`src/rtl/gpio_port_pkg.sv`:
```
package gpio_port_pkg;

  localparam int REG_ADDR_W = 4;
  localparam int BUS_DATA_W = 16;

  typedef enum logic [REG_ADDR_W-1:0] {
    OFS_DIR  = 4'd0,
    OFS_OUT  = 4'd1,
    OFS_IN   = 4'd2,
    OFS_FALL = 4'd3,
    OFS_RISE = 4'd4,
    OFS_PEND = 4'd5,
    OFS_SET  = 4'd6,
    OFS_CLR  = 4'd7
  } gpio_ofs_e;

endpackage

```
`src/rtl/gpio_in_sync.sv`:
```
module gpio_in_sync #(
  parameter int WIDTH  = 15,
  parameter int STAGES = 2
) (
  input  logic             clk,
  input  logic             rst,
  input  logic [WIDTH-1:0] pin_in,
  output logic [WIDTH-1:0] level,
  output logic [WIDTH-1:0] rise,
  output logic [WIDTH-1:0] fall
);

  logic [WIDTH-1:0] chain_q [STAGES];
  logic [WIDTH-1:0] prev_q;

  // Synchronizer chain; stage 0 takes the raw pad level.
  for (genvar s = 0; s < STAGES; s++) begin : g_stage
    if (s == 0) begin : g_first
      always_ff @(posedge clk) begin
        if (rst) chain_q[s] <= '0;
        else     chain_q[s] <= pin_in;
      end
    end else begin : g_next
      always_ff @(posedge clk) begin
        if (rst) chain_q[s] <= '0;
        else     chain_q[s] <= chain_q[s-1];
      end
    end
  end

  // Previous synchronized sample, for edge comparison.
  always_ff @(posedge clk) begin
    if (rst) prev_q <= '0;
    else     prev_q <= chain_q[STAGES-1];
  end

  assign level = chain_q[STAGES-1];
  assign rise  = chain_q[STAGES-1] & ~prev_q;
  assign fall  = ~chain_q[STAGES-1] & prev_q;

endmodule

```
`src/rtl/gpio_out_ctrl.sv`:
```
module gpio_out_ctrl #(
  parameter int WIDTH = 15
) (
  input  logic             clk,
  input  logic             rst,
  input  logic             wr_dir,
  input  logic             wr_out,
  input  logic             wr_set,
  input  logic             wr_clr,
  input  logic [WIDTH-1:0] wdata,
  input  logic [WIDTH-1:0] mode,
  input  logic [WIDTH-1:0] periph_out,
  input  logic [WIDTH-1:0] periph_oe,
  output logic [WIDTH-1:0] dir_q,
  output logic [WIDTH-1:0] odata_q,
  output logic [WIDTH-1:0] pin_out,
  output logic [WIDTH-1:0] pin_oe
);

  always_ff @(posedge clk) begin
    if (rst)         dir_q <= '0;
    else if (wr_dir) dir_q <= wdata;
  end

  // Whole-word load, or atomic set / clear of the masked bits.
  always_ff @(posedge clk) begin
    if (rst)         odata_q <= '0;
    else if (wr_out) odata_q <= wdata;
    else if (wr_set) odata_q <= odata_q | wdata;
    else if (wr_clr) odata_q <= odata_q & ~wdata;
  end

  // Registered pad drive, selecting the owner per pin.
  for (genvar i = 0; i < WIDTH; i++) begin : g_pad
    always_ff @(posedge clk) begin
      if (rst) begin
        pin_out[i] <= 1'b0;
        pin_oe[i]  <= 1'b0;
      end else if (mode[i]) begin
        pin_out[i] <= periph_out[i];
        pin_oe[i]  <= periph_oe[i];
      end else begin
        pin_out[i] <= odata_q[i];
        pin_oe[i]  <= dir_q[i];
      end
    end
  end

endmodule

```
`src/rtl/gpio_irq_pend.sv`:
```
module gpio_irq_pend #(
  parameter int WIDTH = 15
) (
  input  logic             clk,
  input  logic             rst,
  input  logic             wr_fall_en,
  input  logic             wr_rise_en,
  input  logic             wr_pend,
  input  logic [WIDTH-1:0] wdata,
  input  logic [WIDTH-1:0] rise,
  input  logic [WIDTH-1:0] fall,
  output logic [WIDTH-1:0] fall_en_q,
  output logic [WIDTH-1:0] rise_en_q,
  output logic [WIDTH-1:0] pend_q,
  output logic             irq
);

  logic [WIDTH-1:0] pend_d;

  always_ff @(posedge clk) begin
    if (rst)             fall_en_q <= '0;
    else if (wr_fall_en) fall_en_q <= wdata;
  end

  always_ff @(posedge clk) begin
    if (rst)             rise_en_q <= '0;
    else if (wr_rise_en) rise_en_q <= wdata;
  end

  // Per-pin sticky bit: an enabled edge beats a write-1-to-clear.
  for (genvar i = 0; i < WIDTH; i++) begin : g_bit
    logic hit;
    logic wipe;
    assign hit  = (rise[i] & rise_en_q[i]) | (fall[i] & fall_en_q[i]);
    assign wipe = wr_pend & wdata[i];
    always_comb begin
      if (hit)       pend_d[i] = 1'b1;
      else if (wipe) pend_d[i] = 1'b0;
      else           pend_d[i] = pend_q[i];
    end
  end

  always_ff @(posedge clk) begin
    if (rst) begin
      pend_q <= '0;
      irq    <= 1'b0;
    end else begin
      pend_q <= pend_d;
      irq    <= |pend_d;
    end
  end

endmodule

```
`src/rtl/gpio_edge_port.sv`:
```
module gpio_edge_port
  import gpio_port_pkg::*;
#(
  parameter int PIN_COUNT   = 15,
  parameter int SYNC_STAGES = 2
) (
  input  logic                  clk,
  input  logic                  rst,
  input  logic                  bus_sel,
  input  logic                  bus_wr,
  input  logic [REG_ADDR_W-1:0] bus_addr,
  input  logic [BUS_DATA_W-1:0] bus_wdata,
  output logic [BUS_DATA_W-1:0] bus_rdata,
  input  logic [PIN_COUNT-1:0]  pin_in,
  output logic [PIN_COUNT-1:0]  pin_out,
  output logic [PIN_COUNT-1:0]  pin_oe,
  input  logic [PIN_COUNT-1:0]  periph_mode,
  input  logic [PIN_COUNT-1:0]  periph_out,
  input  logic [PIN_COUNT-1:0]  periph_oe,
  output logic                  irq
);

  localparam int PAD_W = BUS_DATA_W - PIN_COUNT;

  logic                 do_wr;
  logic                 do_rd;
  logic [PIN_COUNT-1:0] wdata_pins;
  logic [PIN_COUNT-1:0] level_w, rise_w, fall_w;
  logic [PIN_COUNT-1:0] dir_w, odata_w, fall_en_w, rise_en_w, pend_w;
  logic [PIN_COUNT-1:0] rd_pins;

  assign do_wr      = bus_sel & bus_wr;
  assign do_rd      = bus_sel & ~bus_wr;
  assign wdata_pins = bus_wdata[PIN_COUNT-1:0];

  if (PAD_W > 0) begin : g_pad_unused
    logic unused_hi_bits;
    assign unused_hi_bits = ^bus_wdata[BUS_DATA_W-1:PIN_COUNT];
  end

  gpio_in_sync #(.WIDTH(PIN_COUNT), .STAGES(SYNC_STAGES)) u_sync (
    .clk    (clk),
    .rst    (rst),
    .pin_in (pin_in),
    .level  (level_w),
    .rise   (rise_w),
    .fall   (fall_w)
  );

  gpio_out_ctrl #(.WIDTH(PIN_COUNT)) u_out (
    .clk        (clk),
    .rst        (rst),
    .wr_dir     (do_wr && bus_addr == OFS_DIR),
    .wr_out     (do_wr && bus_addr == OFS_OUT),
    .wr_set     (do_wr && bus_addr == OFS_SET),
    .wr_clr     (do_wr && bus_addr == OFS_CLR),
    .wdata      (wdata_pins),
    .mode       (periph_mode),
    .periph_out (periph_out),
    .periph_oe  (periph_oe),
    .dir_q      (dir_w),
    .odata_q    (odata_w),
    .pin_out    (pin_out),
    .pin_oe     (pin_oe)
  );

  gpio_irq_pend #(.WIDTH(PIN_COUNT)) u_pend (
    .clk        (clk),
    .rst        (rst),
    .wr_fall_en (do_wr && bus_addr == OFS_FALL),
    .wr_rise_en (do_wr && bus_addr == OFS_RISE),
    .wr_pend    (do_wr && bus_addr == OFS_PEND),
    .wdata      (wdata_pins),
    .rise       (rise_w),
    .fall       (fall_w),
    .fall_en_q  (fall_en_w),
    .rise_en_q  (rise_en_w),
    .pend_q     (pend_w),
    .irq        (irq)
  );

  always_comb begin
    case (bus_addr)
      OFS_DIR:  rd_pins = dir_w;
      OFS_OUT:  rd_pins = odata_w;
      OFS_IN:   rd_pins = level_w;
      OFS_FALL: rd_pins = fall_en_w;
      OFS_RISE: rd_pins = rise_en_w;
      OFS_PEND: rd_pins = pend_w;
      default:  rd_pins = '0;
    endcase
  end

  always_ff @(posedge clk) begin
    if (rst)        bus_rdata <= '0;
    else if (do_rd) bus_rdata <= BUS_DATA_W'(rd_pins);
    else            bus_rdata <= '0;
  end

endmodule

```
`config.mk`:
```
export PLATFORM = sky130hd
export DESIGN_NAME = gpio_edge_port
export DESIGN_NICKNAME = d
export VERILOG_FILES = /design/src/rtl/gpio_port_pkg.sv /design/src/rtl/gpio_in_sync.sv /design/src/rtl/gpio_out_ctrl.sv /design/src/rtl/gpio_irq_pend.sv /design/src/rtl/gpio_edge_port.sv
export SDC_FILE = /design/constraint.sdc
export NUM_CORES = 1
export LEC_CHECK = 0
export BUFFER_PORTS_ARGS = -buffer_cell sky130_fd_sc_hd__buf_4
export CAP_MARGIN = 20
export CORE_MARGIN = 4
export CORE_UTILIZATION = 40
export DETAILED_ROUTE_END_ITERATION = 7
export SLEW_MARGIN = 20
export SYNTH_ARGS = -nofsm -noshare
export SYNTH_HDL_FRONTEND = slang
export SYNTH_SLANG_ARGS = --single-unit
```
`constraint.sdc`:
```
create_clock -name clk -period 3.77 [get_ports clk]
set_input_delay 0.5655 -clock clk [delete_from_list [all_inputs] [get_ports clk]]
set_output_delay 0.5655 -clock clk [all_outputs]
set_load 0.05 [all_outputs]
```
# Word level (Yosys, flattened, before mapping)
# Memory sizes are Yosys's and may differ from the RTL's.
# Index checks and enable logic that the tools add are counted.
[totals]
mem_bits_rw = 30
memories = 1
word_cells = 200
out_inout_bits = 47
input_bits = 84
latch_bits = 0
register_bits = 137
mem_bits_ro = 0
[memory_table]
columns = ["name", "depth", "width", "rd", "rd_ports_with_merged_regs", "wr", "line", "text"]
rows = [
  ["u_sync.chain_q", 2, 15, 2, 0, 2, "gpio_in_sync.sv:13", "logic [WIDTH-1:0] chain_q [STAGES];"],
]
[op_classes]
reduce_logical = 11
addsub = 0
n_mul = 0
eq_ne = 7
order_cmp = 0
n_bitwise = 73
n_mux = 69
n_shift = 0
div_mod_pow = 0
[ops]
columns = ["cell", "count"]
rows = [
  ["case mux 15 bit (6 select lines)", 1],
  ["2-to-1 mux 15 bit", 5],
  ["2-to-1 mux 1 bit", 63],
  ["bitwise AND 1 bit", 47],
  ["bitwise AND 15 bit", 3],
  ["NOT 15 bit", 3],
  ["OR 1 bit", 17],
  ["== test 4 x 3 -> 1 bit (second input constant)", 4],
  ["OR 15 bit", 1],
  ["OR reduction 15 bit", 1],
  ["== test 4 x 2 -> 1 bit (second input constant)", 2],
  ["logical AND 1 bit", 7],
  ["== test 4 x 1 -> 1 bit (second input constant)", 1],
  ["zero test 4 bit", 1],
  ["nonzero test 3 bit", 1],
  ["NOT 1 bit", 2],
  ["OR reduction 2 bit", 1],
]

# Longest topological paths before layout
[logic_depth]
ltp_word = 6
mapped_depth = 9
depth_no_buf = 5

# By module
# A second synthesis with hierarchy kept.
[hier_totals]
hier_cells = 631
hier_area_um2 = 6543.8
[by_module_without_submodules]
columns = ["mod", "cells_per_inst", "area_per_inst_um2", "seq_area_each_um2", "n_inst"]
rows = [
  ["gpio_out_ctrl", 210, 2155.8, 1201.2, 1],
  ["gpio_irq_pend", 175, 1735.4, 920.9, 1],
  ["gpio_in_sync", 124, 1390.1, 900.9, 1],
  ["gpio_edge_port", 122, 1262.5, 300.3, 1],
]

# Least setup slack after synthesis
# OpenSTA, ideal clock, no wires.
[synth_path]
path_type = "input-to-reg"
startpoint = "in bus_addr[3]"
endpoint = "reg u_pend.fall_en_q[10]"
n_path_buf = 4
arrival_time_ns = 1.874
setup_ns = 0.128
required_time_ns = 3.642
slack_ns = 1.769
cell_stages = 9
cell_sequence = "buf_2 > nor2_1 > and3_1 > buf_2 > nor2b_1 > buf_4 > buf_4 > mux2i_1 > nor2_1"
[synth_via]
elab_chain_len = 2
[synth_lines]
columns = ["item", "line", "text"]
rows = [
  ["start: declaration", "gpio_edge_port.sv:11", "input logic [REG_ADDR_W-1:0] bus_addr,"],
  ["== test 4 x 2 -> 1 bit", "gpio_edge_port.sv:70", ".wr_fall_en (do_wr && bus_addr == OFS_FALL),"],
  ["logical AND 1 bit", "gpio_edge_port.sv:70", ""],
  ["end signal: assignment", "gpio_irq_pend.sv:22", "else if (wr_fall_en) fall_en_q <= wdata;"],
  ["end: declaration", "gpio_irq_pend.sv:12", "output logic [WIDTH-1:0] fall_en_q,"],
]
# No other way between the ends.
# A chain may end at the register's enable or synchronous reset.

# Final worst setup path
[layout_path]
startpoint = "in bus_addr[3]"
endpoint = "reg u_pend.irq"
[layout_via]
elab_chain_len = 6
word_cells_on_any_way = 48
classes_between = "eq/ne (1); mux (30); bitwise (15); reduce/logical (2)"
[layout_lines]
columns = ["item", "line", "text"]
rows = [
  ["== test 4 x 3 -> 1 bit (*)", "gpio_edge_port.sv:72", ".wr_pend (do_wr && bus_addr == OFS_PEND),"],
  ["logical AND 1 bit (*)", "gpio_edge_port.sv:72", ""],
  ["bitwise AND 1 bit", "gpio_irq_pend.sv:35", "assign wipe = wr_pend & wdata[i];"],
  ["2-to-1 mux 1 bit", "gpio_irq_pend.sv:38", "else if (wipe) pend_d[i] = 1'b0;"],
  ["2-to-1 mux 1 bit", "gpio_irq_pend.sv:37", "if (hit) pend_d[i] = 1'b1;"],
  ["OR reduction 15 bit (*)", "gpio_irq_pend.sv:49", "irq <= |pend_d;"],
  ["end signal: assignment", "gpio_irq_pend.sv:49", ""],
  ["end: declaration", "gpio_irq_pend.sv:15", "output logic irq"],
]
# Mark *: on every way between the ends. The rest lies on a longest branch, timed or not.

==> results.ini <==
[setup_path]
path_depth = 5
setup.worst_path.class = input port to flip-flop
critical_path.top_delay_family = compound AO/OA/AOI/OAI gates
endpoint = u_pend.irq
arrival_ps = 2450
cp_slowest_stage_delay_ps = 770
critPathMaxFanout = 16
cp_num_buf_inv = 1
cp-start-kind = input port
slowest_stage = a2111oi_0
rr_endpoint = u_pend.irq
reg2reg_slack_ps = 2100
r2r_start = u_sync.chain_q[1][0]
crit_required_ps = 4030
crit_start = bus_addr[3]
crit_path_end_kind = flip-flop
path_cells = buf_4 -> and4bb_2 -> nand4_1 -> a2111oi_0 -> a41oi_1
reg2reg_depth = 4

[place]
dp_hpwl_mm = 11.55
portBuffers = 128
gp_congestion = 0.8262
placed_area_um2 = 7422
pre_cts_ws_ps = 1127
dp_cells = 961

[logic_synthesis]
ys_types = 33
synth.most_common_cell = dfxtp_1
yosysTopAreaCellShare = 0.5259
yosys-top-cells-count = 166 x dfxtp_1, 79 x nand2_1, 63 x nor2_1
avgSynthCellArea_um2 = 9.647
async_reset_ff_frac = 0
syn_inst = 655
yosysTopAreaCell = dfxtp_1
synth_edf_count = 0
synth.area.top_cells = dfxtp_1 53%, mux2i_1 9.5%, nor2b_1 6.0%
ys.warnings.count = 0
ys_ff_latch = 166
syn_area_um2 = 6319
synth_ff_type = dfxtp_1
ys_seq_area_frac = 0.5259
synth_nets = 739

[detailed_routing]
routed-via-count = 5173
via_per_inst = 5.209
ant_nets = 0
wirelength_mm = 16.31
drtPass1Iterations = 5
wire_per_inst_um = 16.43
drc = 0
initialDrtViolationCount = 474

[cts]
cts.clk_slew.worst_paths_ps = 60
postCtsSetupBuffers = 0
worst_skew_pair.late_latency_ps = 420
holdBufCountCts = 0
root_buffer = clkbuf_16
cts-buffers-inserted = 17
htreeDepth = 4
tritoncts = yes
cts.sinks = 166
clockBufferDepth = 2
cts_resized = 0

[cells_and_area]
n_fill_cell = 1442
drive_above_1_share = 0.2251
final_nets = 853
area_growth_pct = 26.69
stdcell_count = 993
fin_area_um2 = 8005
antennaDiodeCount = 0

[floorplan]
start_util = 0.4126
core_area_um2 = 15310
rows = 45
ios = 131
fp.dieW_um = 133.7
die_area_um2 = 17870
die_h_um = 133.7

[sta]
tns_ps = 0
rsz0062_at_grt = false
hold_slack_ps = 353.2
fin_crit_ps = 2191
period_share = 0.5811
worst-slew-pin-transition_ps = 904.2
clock_skew_ps = 7.115
hold_viol = 0
slew_viol_final = 0
max_freq_ghz = 0.4565
slew-limit-headroom = 0.3951
fin_ws_ps = 1579
setup_viol = 0

[outcome]
status = completed

[grt]
grt_max_degree = 73
grt_pass1_vias = 4882
grt_pass1_wl_mm = 26.08
grt_usage = 0.1831
antenna_found_initial = 0
grt_overflow = 0

[job]
max_cap_violations = 0

[min_path]
min_path_type = input port to flip-flop
min_path_cells = 2

[pwr]
power_leakage_nw = 3.007
p_per_area_nw_per_um2 = 472.4
vdd_drop_max_mv = 0.3445

cell usage in the layout (no fill, tap or decap), types with 2 or more instances in the layout:
cell,Yosys,final
a21oi_1,31,31
a22oi_1,45,45
a31oi_1,15,15
buf_4,3,138
clkbuf_1,27,2
clkbuf_16,0,17
clkbuf_8,0,6
clkinv_2,0,3
clkinvlp_4,0,3
dfxtp_1,166,166
mux2i_1,60,60
nand2_1,79,79
nand3_1,15,15
nand3b_1,15,15
nor2_1,63,63
nor2b_1,61,59
nor2b_2,0,2
nor4_1,3,3
nor4b_4,2,2
o211ai_1,29,29
o21ai_0,14,14
worst min-delay path by stage:
stage | startpoint | to | slack, ps
after global routing | pin_in[11] | u_sync.chain_q[0][11] | 340
after floorplan | u_sync.chain_q[0][0] | u_sync.chain_q[1][0] | 410
after CTS | pin_in[11] | u_sync.chain_q[0][11] | 340
final | pin_in[11] | u_sync.chain_q[0][11] | 350
after detailed placement | u_sync.chain_q[0][2] | u_sync.chain_q[1][2] | 420
after global placement | u_sync.chain_q[0][11] | u_sync.chain_q[1][11] | 420
report_power, final:
part / switching (W) / internal, W
Sequential: 0.0000193 / 0.00179
Clock: 0.000671 / 0.00101
Combinational: 0.000168 / 0.000118
Total: 0.000858 / 0.00292
flip-flops by register name, indices dropped and copies added, names as in the netlist, named ones only:
| name | flops |
|---|---|
| u_pend.rise_en_q | 15 |
| u_sync.chain_q | 30 |
| u_pend.irq | 1 |
| u_out.pin_oe | 15 |
| u_pend.fall_en_q | 15 |
| bus_rdata | 15 |
| u_pend.pend_q | 15 |
| u_sync.prev_q | 15 |
| u_out.pin_out | 15 |
| u_out.dir_q | 15 |
worst register-to-register path, stage by stage (launching register included):
cell and delay (ps):
dfxtp_1 360, nand3b_1 120, o211ai_1 100, a2111oi_0 740
a41oi_1 190
routing by layer:
metal,vias to the layer above,part of all wire,global-route usage,wire length [um]
met5,-,0,0,0
met4,0,0.027,0.08629,439
met3,29,0.070,0.04381,1147
met2,207,0.43,0.2681,7005
met1,2407,0.47,0.2543,7720
li1,2530,-,-,-
logic make-up after synthesis:
kind of cell / after synthesis / share of synthesized area
AO/OA/AOI/OAI: 138 / 0.1463
flip-flops: 166 / 0.5259
buffers and inverters: 43 / 0.03188
other: 1 / 0.0005935
multiplexers: 60 / 0.09505
AND/OR/NAND/NOR: 247 / 0.2002
through the flow:
stage          power, W  utilization
5_1_grt        0.003913       0.5227
3_3_place_gp   0.002132       0.4846
4_1_cts        0.003817       0.5227
2_1_floorplan  0.002000            -
3_5_place_dp   0.002137       0.4846
6_report       0.003781       0.5227
final cells by class:
class / count / area (um^2) / area share
repair buffers: 138 / 1036 / 0.1294
well taps: 211 / 264.0 / 0.03298
clock inverters: 7 / 67.56 / 0.008440
flip-flops and latches: 166 / 3323 / 0.4151
multi-input cells: 446 / 2799 / 0.3496
clock buffers: 25 / 515.5 / 0.06440
No activity file was read; power rests on OpenSTA's default activity.
